**config.mk**
```make
export PLATFORM = sky130hd
export DESIGN_NAME = lockable_ctrl_reg
export DESIGN_NICKNAME = d
export VERILOG_FILES = /design/src/rtl/lockable_ctrl_pkg.sv /design/src/rtl/lcr_lock_bits.sv /design/src/rtl/lcr_key_gate.sv /design/src/rtl/lcr_ctrl_word.sv /design/src/rtl/lockable_ctrl_reg.sv
export SDC_FILE = /design/constraint.sdc
export NUM_CORES = 1
export LEC_CHECK = 0
export ABC_CLOCK_PERIOD_IN_PS = 1800
export BUFFER_PORTS_ARGS = -buffer_cell sky130_fd_sc_hd__buf_2
export CAP_MARGIN = 25
export CORE_MARGIN = 8
export CORE_UTILIZATION = 48
export DETAILED_ROUTE_END_ITERATION = 10
export PLACE_DENSITY = 0.79
export SYNTH_ARGS = -nofsm -noshare
export SYNTH_HDL_FRONTEND = slang
export SYNTH_SLANG_ARGS = --single-unit
```
**constraint.sdc**
```tcl
create_clock -name clk_i -period 1.8 [get_ports clk_i]
set_input_delay 0.36 -clock clk_i [delete_from_list [all_inputs] [get_ports clk_i]]
set_output_delay 0.36 -clock clk_i [all_outputs]
set_load 0.01 [all_outputs]
```
**src/rtl/lockable_ctrl_pkg.sv**
```systemverilog
package lockable_ctrl_pkg;
  localparam int unsigned DATA_W   = 32;
  localparam int unsigned NUM_LOCK = 5;
  localparam int unsigned BE_W     = DATA_W / 8;

  localparam int unsigned PR_BIT   = 27;
  localparam int unsigned FRC_BIT  = 31;
  localparam int unsigned AES_LSB  = 9;
  localparam int unsigned AES_W    = 3;

  localparam logic [DATA_W-1:0] CTRL_RST = 32'h0C00_6000;
  localparam logic [DATA_W-1:0] UNLOCK_KEY = 32'h757B_DF0D;
  localparam logic [DATA_W-1:0] AES_MASK = ((DATA_W'(1) << AES_W) - 1) << AES_LSB;
  localparam logic [DATA_W-1:0] KEY_BITS = (DATA_W'(1) << PR_BIT) | AES_MASK;
  localparam logic [DATA_W-1:0] FRC_MASK = DATA_W'(1) << FRC_BIT;

  // control bits frozen by each lock bit
  function automatic logic [DATA_W-1:0] grp_mask(int unsigned idx);
    case (idx)
      0:       grp_mask = 32'h0000_007F;
      1:       grp_mask = 32'h0000_0080;
      2:       grp_mask = 32'h0000_0100;
      3:       grp_mask = AES_MASK;
      4:       grp_mask = 32'h0000_1000;
      default: grp_mask = '0;
    endcase
  endfunction
endpackage

```
**src/rtl/lcr_lock_bits.sv**
```systemverilog
module lcr_lock_bits
  import lockable_ctrl_pkg::*;
(
  input  logic                clk_i,
  input  logic                rst_ni,
  input  logic                wr_i,
  input  logic [NUM_LOCK-1:0] wdata_i,
  output logic [NUM_LOCK-1:0] lock_o
);
  logic [NUM_LOCK-1:0] lock_q;

  always_ff @(posedge clk_i or negedge rst_ni) begin
    if (!rst_ni)   lock_q <= '0;
    else if (wr_i) lock_q <= lock_q | wdata_i;
  end

  assign lock_o = lock_q;
endmodule

```
**src/rtl/lcr_key_gate.sv**
```systemverilog
module lcr_key_gate
  import lockable_ctrl_pkg::*;
(
  input  logic              clk_i,
  input  logic              rst_ni,
  input  logic              key_wr_i,
  input  logic [DATA_W-1:0] key_data_i,
  output logic              key_ok_o,
  output logic              key_bad_o,
  output logic              access_en_o
);
  logic match;
  logic en_q;

  assign match     = (key_data_i == UNLOCK_KEY);
  assign key_ok_o  = key_wr_i & match;
  assign key_bad_o = key_wr_i & ~match;

  always_ff @(posedge clk_i or negedge rst_ni) begin
    if (!rst_ni)        en_q <= 1'b1;
    else if (key_wr_i)  en_q <= match;
  end

  assign access_en_o = en_q;
endmodule

```
**src/rtl/lcr_ctrl_word.sv**
```systemverilog
module lcr_ctrl_word
  import lockable_ctrl_pkg::*;
(
  input  logic                clk_i,
  input  logic                rst_ni,
  input  logic                wr_i,
  input  logic [DATA_W-1:0]   wdata_i,
  input  logic [NUM_LOCK-1:0] lock_i,
  input  logic                key_ok_i,
  input  logic                key_bad_i,
  output logic [DATA_W-1:0]   ctrl_o,
  output logic                aes_mix_o
);
  logic [DATA_W-1:0] grp [NUM_LOCK];
  logic [DATA_W-1:0] frozen;
  logic [DATA_W-1:0] ctrl_q;
  logic [DATA_W-1:0] wr_val;
  logic [AES_W-1:0]  aes_f;

  for (genvar g = 0; g < NUM_LOCK; g++) begin : g_grp
    assign grp[g] = lock_i[g] ? grp_mask(g) : '0;
  end

  always_comb begin
    frozen = '0;
    for (int i = 0; i < NUM_LOCK; i++) frozen = frozen | grp[i];
  end

  assign wr_val = ((wdata_i & ~frozen) | (ctrl_q & frozen)) & ~FRC_MASK;

  always_ff @(posedge clk_i or negedge rst_ni) begin
    if (!rst_ni)         ctrl_q <= CTRL_RST;
    else if (wr_i)       ctrl_q <= wr_val;
    else if (key_ok_i)   ctrl_q <= ctrl_q | KEY_BITS;
    else if (key_bad_i)  ctrl_q <= ctrl_q & ~KEY_BITS;
  end

  assign aes_f     = ctrl_q[AES_LSB +: AES_W];
  assign aes_mix_o = (|aes_f) & ~(&aes_f);
  assign ctrl_o    = ctrl_q;
endmodule

```
**src/rtl/lockable_ctrl_reg.sv**
```systemverilog
module lockable_ctrl_reg
  import lockable_ctrl_pkg::*;
#(
  parameter int unsigned ADDR_W   = 8,
  parameter int unsigned CTRL_OFS = 'h00,
  parameter int unsigned LOCK_OFS = 'h04,
  parameter int unsigned KEY_OFS  = 'h08
) (
  input  logic              clk_i,
  input  logic              rst_ni,
  input  logic              req_i,
  input  logic              we_i,
  input  logic [ADDR_W-1:0] addr_i,
  input  logic [BE_W-1:0]   be_i,
  input  logic [DATA_W-1:0] wdata_i,
  output logic [DATA_W-1:0] rdata_o,
  output logic [DATA_W-1:0] ctrl_o,
  output logic              access_en_o,
  output logic              aes_mix_o
);
  logic sel_ctrl, sel_lock, sel_key;
  logic wr_ok, rd_req;
  logic ctrl_wr, lock_wr, key_wr;
  logic key_ok, key_bad, acc_en;
  logic [NUM_LOCK-1:0] lock_q;
  logic [DATA_W-1:0]   ctrl_q;
  logic [DATA_W-1:0]   rd_mux;
  logic [DATA_W-1:0]   rdata_q;

  assign sel_ctrl = (addr_i == ADDR_W'(CTRL_OFS));
  assign sel_lock = (addr_i == ADDR_W'(LOCK_OFS));
  assign sel_key  = (addr_i == ADDR_W'(KEY_OFS));

  assign wr_ok   = req_i & we_i & (&be_i);
  assign rd_req  = req_i & ~we_i;
  assign ctrl_wr = wr_ok & acc_en & sel_ctrl;
  assign lock_wr = wr_ok & acc_en & sel_lock;
  assign key_wr  = wr_ok & sel_key;  // key path bypasses the access gate

  lcr_lock_bits u_lock (
    .clk_i   (clk_i),
    .rst_ni  (rst_ni),
    .wr_i    (lock_wr),
    .wdata_i (wdata_i[NUM_LOCK-1:0]),
    .lock_o  (lock_q)
  );

  lcr_key_gate u_key (
    .clk_i       (clk_i),
    .rst_ni      (rst_ni),
    .key_wr_i    (key_wr),
    .key_data_i  (wdata_i),
    .key_ok_o    (key_ok),
    .key_bad_o   (key_bad),
    .access_en_o (acc_en)
  );

  lcr_ctrl_word u_ctrl (
    .clk_i     (clk_i),
    .rst_ni    (rst_ni),
    .wr_i      (ctrl_wr),
    .wdata_i   (wdata_i),
    .lock_i    (lock_q),
    .key_ok_i  (key_ok),
    .key_bad_i (key_bad),
    .ctrl_o    (ctrl_q),
    .aes_mix_o (aes_mix_o)
  );

  always_comb begin
    rd_mux = '0;
    if (acc_en) begin
      if (sel_ctrl)      rd_mux = ctrl_q;
      else if (sel_lock) rd_mux = DATA_W'(lock_q);
    end
  end

  always_ff @(posedge clk_i or negedge rst_ni) begin
    if (!rst_ni)     rdata_q <= '0;
    else if (rd_req) rdata_q <= rd_mux;
  end

  assign rdata_o     = rdata_q;
  assign ctrl_o      = ctrl_q;
  assign access_en_o = acc_en;
endmodule

```
==> metrics.txt, run 1 <==
CTS root buffer=clkbuf_8; I/O pins=114; Mapped Area=2850 µm²; Total Power=3.16 mW; sequential area share after synthesis=60.8%; Hold Path Class=in -> reg; drt pass-1 iters=4; row count=28; post-CTS setup buffers=0; total placed instance area=3560 µm²; CP Class=reg -> reg; share of cells above drive strength 1=52.8%; depth of the CTS H-tree=3; Initial Util=49.0%; Yosys cell types=35; initial antenna violation count=0; syn avg cell area=13.7 µm²; final hold vios=0; final setup margin=0.110 ns; Die Y=93.1 µm; die width=93.1 µm; Die ar.=8660 µm²; Yosys reg bits=69; vias per std cell=5.44; port bufs=112; overall global routing resource usage=18.2%; routed wire length=7690 µm; Ant. Diodes=0; CP max-delay cell=dfstp_2; CP cell instances=nor4b_4, nand4_1, buf_6, nor2_4, mux2_2; Worst EP arrival=1.91 ns; power density over cell area=826 nW/µm²; clk slew on worst S/H paths=0.07 ns; CTS tree=built; min Tclk post-route=1.69 ns; RSZ-0062 raised after global routing=yes; Design Area, Final=3820 µm²; CTS Sinks=69; fin nets=380; syn_nets=256; Final Slew Violations=0; fin crit share=93.9%; Starting DRT DRC Count=85; GRT Residual Overflow=0; largest net degree at the start of global routing=33; Setup-failing EPs final=0; first-pass GRT wire length=12300 µm; CP peak stage delay=0.54 ns; largest fanout on the critical path=7; CTS Buf Count=9; Worst Skew=0.00715 ns; Critical Path RT=2.02 ns; via count=2242; Placeable Area=5820 µm²; RePlAce Congestion=0.842; leakage=2.17 nW; Antenna Violating Nets Remaining=0; DP HPWL=5890 µm; CP endpoint kind=flip-flop; achievable frequency=592 MHz; dpl ws=-0.0614 ns; vias in the first global route=2376; Buf/Inv on CP=1; VDD IR max=0.375 mV; Syn-to-layout area delta=34.0%; clock latency at the later pin of the worst-skew pair=0.33 ns; DRC Markers=0; status=completed; Gate Count Post-Synth=208; Max Cap Violations=0; critical path's top delay family=flip-flops; startpoint types=flip-flop; per-cell routed wire length=18.7 µm; Max clock buf depth=2; synth warn=0
-- worst paths after layout --
| kind | from | to | slack [ns] | depth (start not counted) |
|---|---|---|---|---|
| max in group asynchronous | rst_ni | u_ctrl.ctrl_o[14]$_DFFE_PN1N_ | 0.63 | 3 |
| setup / recovery | u_key.access_en_o$_DFFE_PN1P_ | u_ctrl.ctrl_o[2]$_DFFE_PN0N_ | 0.11 | 5 |
| min in group asynchronous | rst_ni | rdata_o[15]$_DFFE_PN0P_ | 0.51 | 2 |
| setup reg to reg | u_key.access_en_o$_DFFE_PN1P_ | u_ctrl.ctrl_o[2]$_DFFE_PN0N_ | 0.11 | 5 |
| hold / removal | wdata_i[0] | u_lock.lock_o[0]$_DFFE_PN0P_ | 0.26 | 2 |
| hold reg to reg | rdata_o[4]$_DFFE_PN0P_ | rdata_o[4]$_DFFE_PN0P_ | 0.49 | 2 |
-- logic make-up (layout without fill, tap and decap cells) --
logic type / count (synthesis) / after routing / synth area share (%)
and+or+nand+nor: 43 / 43 / 10.6
buffers and inverters: 18 / 147 / 3.12
AOI/OAI and AO/OA: 45 / 45 / 12.2
muxes: 32 / 32 / 13.1
other: 1 / 1 / 0.132
DFF: 69 / 69 / 60.8
-- repair_timing --
| item | 4_1_cts | 5_1_grt |
|---|---|---|
| endpoints found under the hold margin | 17 | 0 |
| setup endpoints to repair | 0 | 25 |
| gates resized for setup | 0 | 3 |
| hold buffers | 1 | 0 |
-- report_power, final --
group | switching, mW | internal, mW | total [mW]
Combinational | 0.0937 | 0.0673 | 0.161
Sequential | 0.00241 | 1.55 | 1.56
Clock | 0.582 | 0.858 | 1.44
-- area by class of cell --
type	instances	area (µm²)
clock buffer	11	151
clock inverter	5	82.6
fill	457	2000
inverter	5	18.8
multi-input combinational	121	1040
sequential	69	1730
tap	75	93.8
timing repair buffer	126	697
-- per-layer routing --
metal / wire length (µm) / GRT usage, % / vias up
met1: 3350 / 22.5 / 1131
met5: 0 / 0 / -
met3: 502 / 5.13 / 10
li1: - / - / 1018
met2: 3700 / 29.1 / 83
met4: 145 / 8.46 / 0
-- cell usage after synthesis, drive strengths merged --
library cell  number  area share (%)
o21ai              6             1.1
nor4b              1            0.31
o22a               3            0.92
a21o               5             1.3
a22o              26             8.0
nand3              2            0.35
nand2              5            0.66
inv                5            0.66
nand2b             1            0.22
or4bb              3             1.2
clkbuf             5            0.66
dfstp              5             4.6
nand4              2            0.44
o21a               1            0.26
mux2              27              11
nor4               3             1.2
nor2               9             1.7
nand4b             6             2.1
and3b              1            0.31
nor3b              1            0.26
conb               1            0.13
and4               2            0.61
a21oi              4            0.70
nor2b              1            0.22
buf                8             1.8
mux2i              5             1.8
nor3               5            0.88
dfrtp             64              56
and2               1            0.22
-- placed cells by master (no fill, tap or decap), types with 2 or more instances in the layout --
cell type	n
buf_2	112
dfrtp_1	64
a22o_1	26
mux2_2	22
clkbuf_8	11
buf_4	10
nor2_1	7
o21ai_0	6
inv_1	5
nor3_1	5
mux2i_1	5
nand2_1	5
mux2_4	5
a21o_1	5
nand4b_1	5
dfstp_2	5
a21oi_1	4
or4bb_1	3
o22a_1	3
nor2_4	2
and4_1	2
nand4_1	2
nand3_1	2
nor4_1	2
clkinv_4	2
bufinv_16	2
buf_12	2
-- flip-flops by register name, summed over array words and instances (netlist names) --
| register | count |
|---|---|
| u_ctrl.ctrl_o | 31 |
| rdata_o | 32 |
| u_lock.lock_o | 5 |
| u_key.access_en_o | 1 |
-- per-stage QoR --
stage                     cells  util, %  TNS [ns]  hold slack (ns)
after floorplan             208        -         0           0.0644
after global placement      395     61.2    -0.295            0.337
after detailed placement    395     61.2    -0.165            0.349
after CTS                   412     65.4         0            0.243
after global routing        412     65.7         0            0.252
final                       412     65.7         0            0.258
No activity file was read; power rests on OpenSTA's default activity.
==> run 2: changes to the inputs <==
CELL_PAD_IN_SITES_DETAIL_PLACEMENT = 1   (was default)
CELL_PAD_IN_SITES_GLOBAL_PLACEMENT = 1   (was default)
CORE_UTILIZATION = 38   (was 48)
PLACE_DENSITY = default   (was 0.79)
PLACE_DENSITY_LB_ADDON = 0.1   (was default)
SYNTH_HIERARCHICAL = 1   (was default)
==> run 2 against run 1 <==
Effect of this change: the run now ends with setup timing left; total power is 3.4% lower; cell count grew 15%; synthesized cell count rose by 13%; clock power fell by 7%.
==> metrics.txt, run 2 <==
status=complete, but fails checks (was completed); violations in the final reports=setup timing; total placed instance area=3870 µm² (was 3560 µm²); Comb pwr share=5.3% (was 5.1%); CTS root buffer=clkbuf_8 (unchanged); largest fanout on the critical path=5 (was 7); clock network fraction of total power=43.9% (was 45.6%); CP peak stage delay=0.54 ns (about the same); Reg area=1730 µm² (unchanged); drt pass-1 iters=4 (unchanged); Post-synth EDFFs=0 (unchanged); RSZ-0062 raised after global routing=yes (unchanged); hold_ws=0.00807 ns (was 0.258 ns); most frequent cells in the layout=buf_2, dfrtp_1, and2_1, a31o_1, mux2_4 (was buf_2, dfrtp_1, a22o_1, mux2_2, clkbuf_8); Die Y=107 µm (was 93.1 µm); vias in the first global route=2658 (was 2376); P_sw=0.687 mW (was 0.678 mW); RR Endpoint=u_ctrl/ctrl_o[12]$_DFFE_PN0P_ (was u_ctrl.ctrl_o[2]$_DFFE_PN0N_); sequential area share after synthesis=55.2% (was 60.8%); row count=33 (was 28); synth warn=6 (was 0); Gate Count Post-Synth=236 (was 208); asr flop ratio synth=100% (unchanged); Setup-failing EPs final=1 (was 0); Finished Layout Cells=473 (was 412); largest area contributor in the netlist=dfrtp_1 (unchanged); CTS Hold Bufs=0 (was 1); Yosys cell types=42 (was 35); commonest non-fill, non-tap cell in the layout=buf_2 (unchanged); startpoint types=flip-flop (unchanged); worst r2r path cells=7 (was 5); Worst EP arrival=2.02 ns (was 1.91 ns); syn_nets=284 (was 256); syn avg cell area=13.3 µm² (was 13.7 µm²); CTS Sinks=69 (unchanged); TNS Setup=-0.00251 ns (was 0 ns); sequential share of power=50.8% (was 49.3%); Starting DRT DRC Count=132 (was 85); Ant. Diodes=0 (unchanged); VDD IR max=0.336 mV (was 0.375 mV); xor and xnor area share after synthesis=0% (unchanged); RePlAce Congestion=0.713 (was 0.842); count leader, synth=dfrtp_1 (unchanged); clock latency at the later pin of the worst-skew pair=0.34 ns (was 0.33 ns); CP Class=reg -> reg (unchanged); fin crit share=100% (was 93.9%); first-pass GRT wire length=14100 µm (was 12300 µm); DRC Markers=0 (unchanged); Antenna Violating Nets Remaining=0 (unchanged); Initial Util=38.8% (was 49.0%); overall global routing resource usage=15.8% (was 18.2%); die width=107 µm (was 93.1 µm); Yosys top cell area share=51.0% (was 56.2%); Max Cap Violations=0 (unchanged); Worst Skew=0.00629 ns (was 0.00715 ns); leakage=2.27 nW (was 2.17 nW); Filler Cell Count=911 (was 457); share of cells above drive strength 1=53.8% (was 52.8%); relative slew slack=42.2%; per-cell routed wire length=19.3 µm (was 18.7 µm); Syn-to-layout area delta=34.0% (about the same); vias per std cell=5.12 (was 5.44); Placeable Area=8090 µm² (was 5820 µm²); Final Slew Violations=0 (unchanged); routed wire length=9120 µm (was 7690 µm); GRT Residual Overflow=0 (unchanged); DP HPWL=6390 µm (was 5890 µm); initial antenna violation count=0 (unchanged); Design Area, Final=4210 µm² (was 3820 µm²); Net Sw Frac=22.5% (was 21.5%); CTS Buf Count=9 (unchanged); power density over cell area=725 nW/µm² (was 826 nW/µm²); via count=2423 (was 2242); crit-path most repeated cell=buf_6; fin nets=411 (was 380); worst-margin pin slew=0.862 ns; achievable frequency=555 MHz (was 592 MHz); R2R Setup Slk=-0.003 ns (was 0.11 ns); largest net degree at the start of global routing=70 (was 33); CP cell instances=nor4b_4, nand2_2, nor3_4, buf_6, buf_6, nand2b_4, mux2_4 (was nor4b_4, nand4_1, buf_6, nor2_4, mux2_2); Compound-Gate Fraction of Synth Area=12.1% (was 12.2%); Die ar.=11400 µm² (was 8660 µm²); origin of the critical flop-to-flop path=u_key/access_en_o$_DFFE_PN1P_ (was u_key.access_en_o$_DFFE_PN1P_); Most used DFF post-synth=dfrtp_1 (unchanged); min Tclk post-route=1.80 ns (was 1.69 ns); Mapped Area=3140 µm² (was 2850 µm²); top cells by area, synth=dfrtp_1, mux2_4, a31o_1 (was dfrtp_1, mux2_2, a22o_1); Simple-Gate Fraction of Synth Area=14.1% (was 10.6%); CTS tree=built (unchanged); cell count after placement=452 (was 395); Yosys reg bits=69 (unchanged); CP max-delay cell=dfstp_2 (unchanged); largest family of logic cells by synthesized area=simple AND/OR/NAND/NOR gates (was multiplexers); Critical Path RT=2.02 ns (about the same); CP endpoint kind=flip-flop (unchanged); most frequent cells after synthesis=dfrtp_1, and2_1, a31o_1, mux2_2, mux2_4 (was dfrtp_1, a22o_1, mux2_2, nor2_1, o21ai_0); share of cell area taken by muxes after synthesis=13.7% (was 13.1%); Total Power=3.05 mW (was 3.16 mW); Post-Synth Adder-Cell Area=0% (unchanged); multi-input logic area=1330 µm² (was 1040 µm²); source of the critical timing path=u_key/access_en_o$_DFFE_PN1P_ (was u_key.access_en_o$_DFFE_PN1P_); final setup margin=-0.00251 ns (was 0.110 ns); max FFs per register=32 (unchanged); Int Pwr=2.36 mW (was 2.48 mW); I/O pins=114 (unchanged); Hold Path Class=in -> async (was in -> reg); final hold vios=0 (unchanged); depth of the CTS H-tree=3 (unchanged); clk slew on worst S/H paths=0.08 ns (was 0.07 ns); port bufs=112 (unchanged); Max clock buf depth=2 (unchanged)
-- run 2: how the worst max path moves through the flow --
stage | to | cells after the start
after floorplan | u_ctrl/ctrl_o[18]$_DFFE_PN0P_ | 6
after global placement | u_ctrl/ctrl_o[6]$_DFFE_PN0P_ | 6
after detailed placement | u_ctrl/ctrl_o[1]$_DFFE_PN0P_ | 6
after CTS | u_ctrl/ctrl_o[15]$_DFFE_PN0P_ | 5
after global routing | u_ctrl/ctrl_o[7]$_DFFE_PN0P_ | 7
final | u_ctrl/ctrl_o[12]$_DFFE_PN0P_ | 7
-- run 2: metrics by stage --
stage               utilization (%)  worst slack (ns)
floorplan                         -            0.0168
global placement               47.8           -0.0378
detailed placement             47.8           -0.0753
CTS                            50.4          -0.00658
global route                   52.0            -0.103
finish                         52.0          -0.00251
-- run 2: cells by family after synthesis --
logic type | count (synthesis)
flip-flops | 69
AND/OR/NAND/NOR | 65
AO/OA/AOI/OAI | 47
multiplexers | 35
buffers and inverters | 19
other | 1
-- run 2: worst max-delay path, delay by kind of cell, from the launching register on --
| kind | cells | cell delay [ns] |
|---|---|---|
| buf+inv | 2 | 0.30 |
| simple gates | 4 | 0.56 |
| mux | 1 | 0.29 |
| flops | 1 | 0.54 |
-- run 2: area by class of cell --
| type | count | share of cell area (%) |
|---|---|---|
| multi-input cells | 148 | 31.5 |
| clock buffers | 13 | 4.01 |
| clock inverters | 3 | 1.01 |
| well taps | 105 | 3.12 |
| repair buffers | 132 | 18.9 |
| flip-flops and latches | 69 | 41.2 |
| inverters | 3 | 0.268 |
-- run 2: repair_timing --
item | CTS | global route
setup buffers | 0 | 3
setup endpoints to repair | 7 | 21
cloned | 0 | 2
resized for setup | 1 | 12
endpoints found under the hold margin | 0 | 0
pin swaps | 0 | 2
-- run 2: routing by layer --
layer | up-vias | global-route usage (%) | share of wire [%]
met4 | 0 | 5.73 | 1.2
li1 | 1109 | - | -
met2 | 70 | 25.9 | 50
met1 | 1234 | 19.6 | 43
met3 | 10 | 4.08 | 5.6
met5 | - | 0 | 0
-- run 2: power groups by stage --
stage                     combinational [mW]  sequential [mW]  clock [mW]
after floorplan                       0.0424             1.58           0
after global placement                 0.165             1.58           0
after detailed placement               0.167             1.58           0
after CTS                              0.167             1.55        1.37
after global routing                   0.181             1.55        1.44
final                                  0.162             1.55        1.34
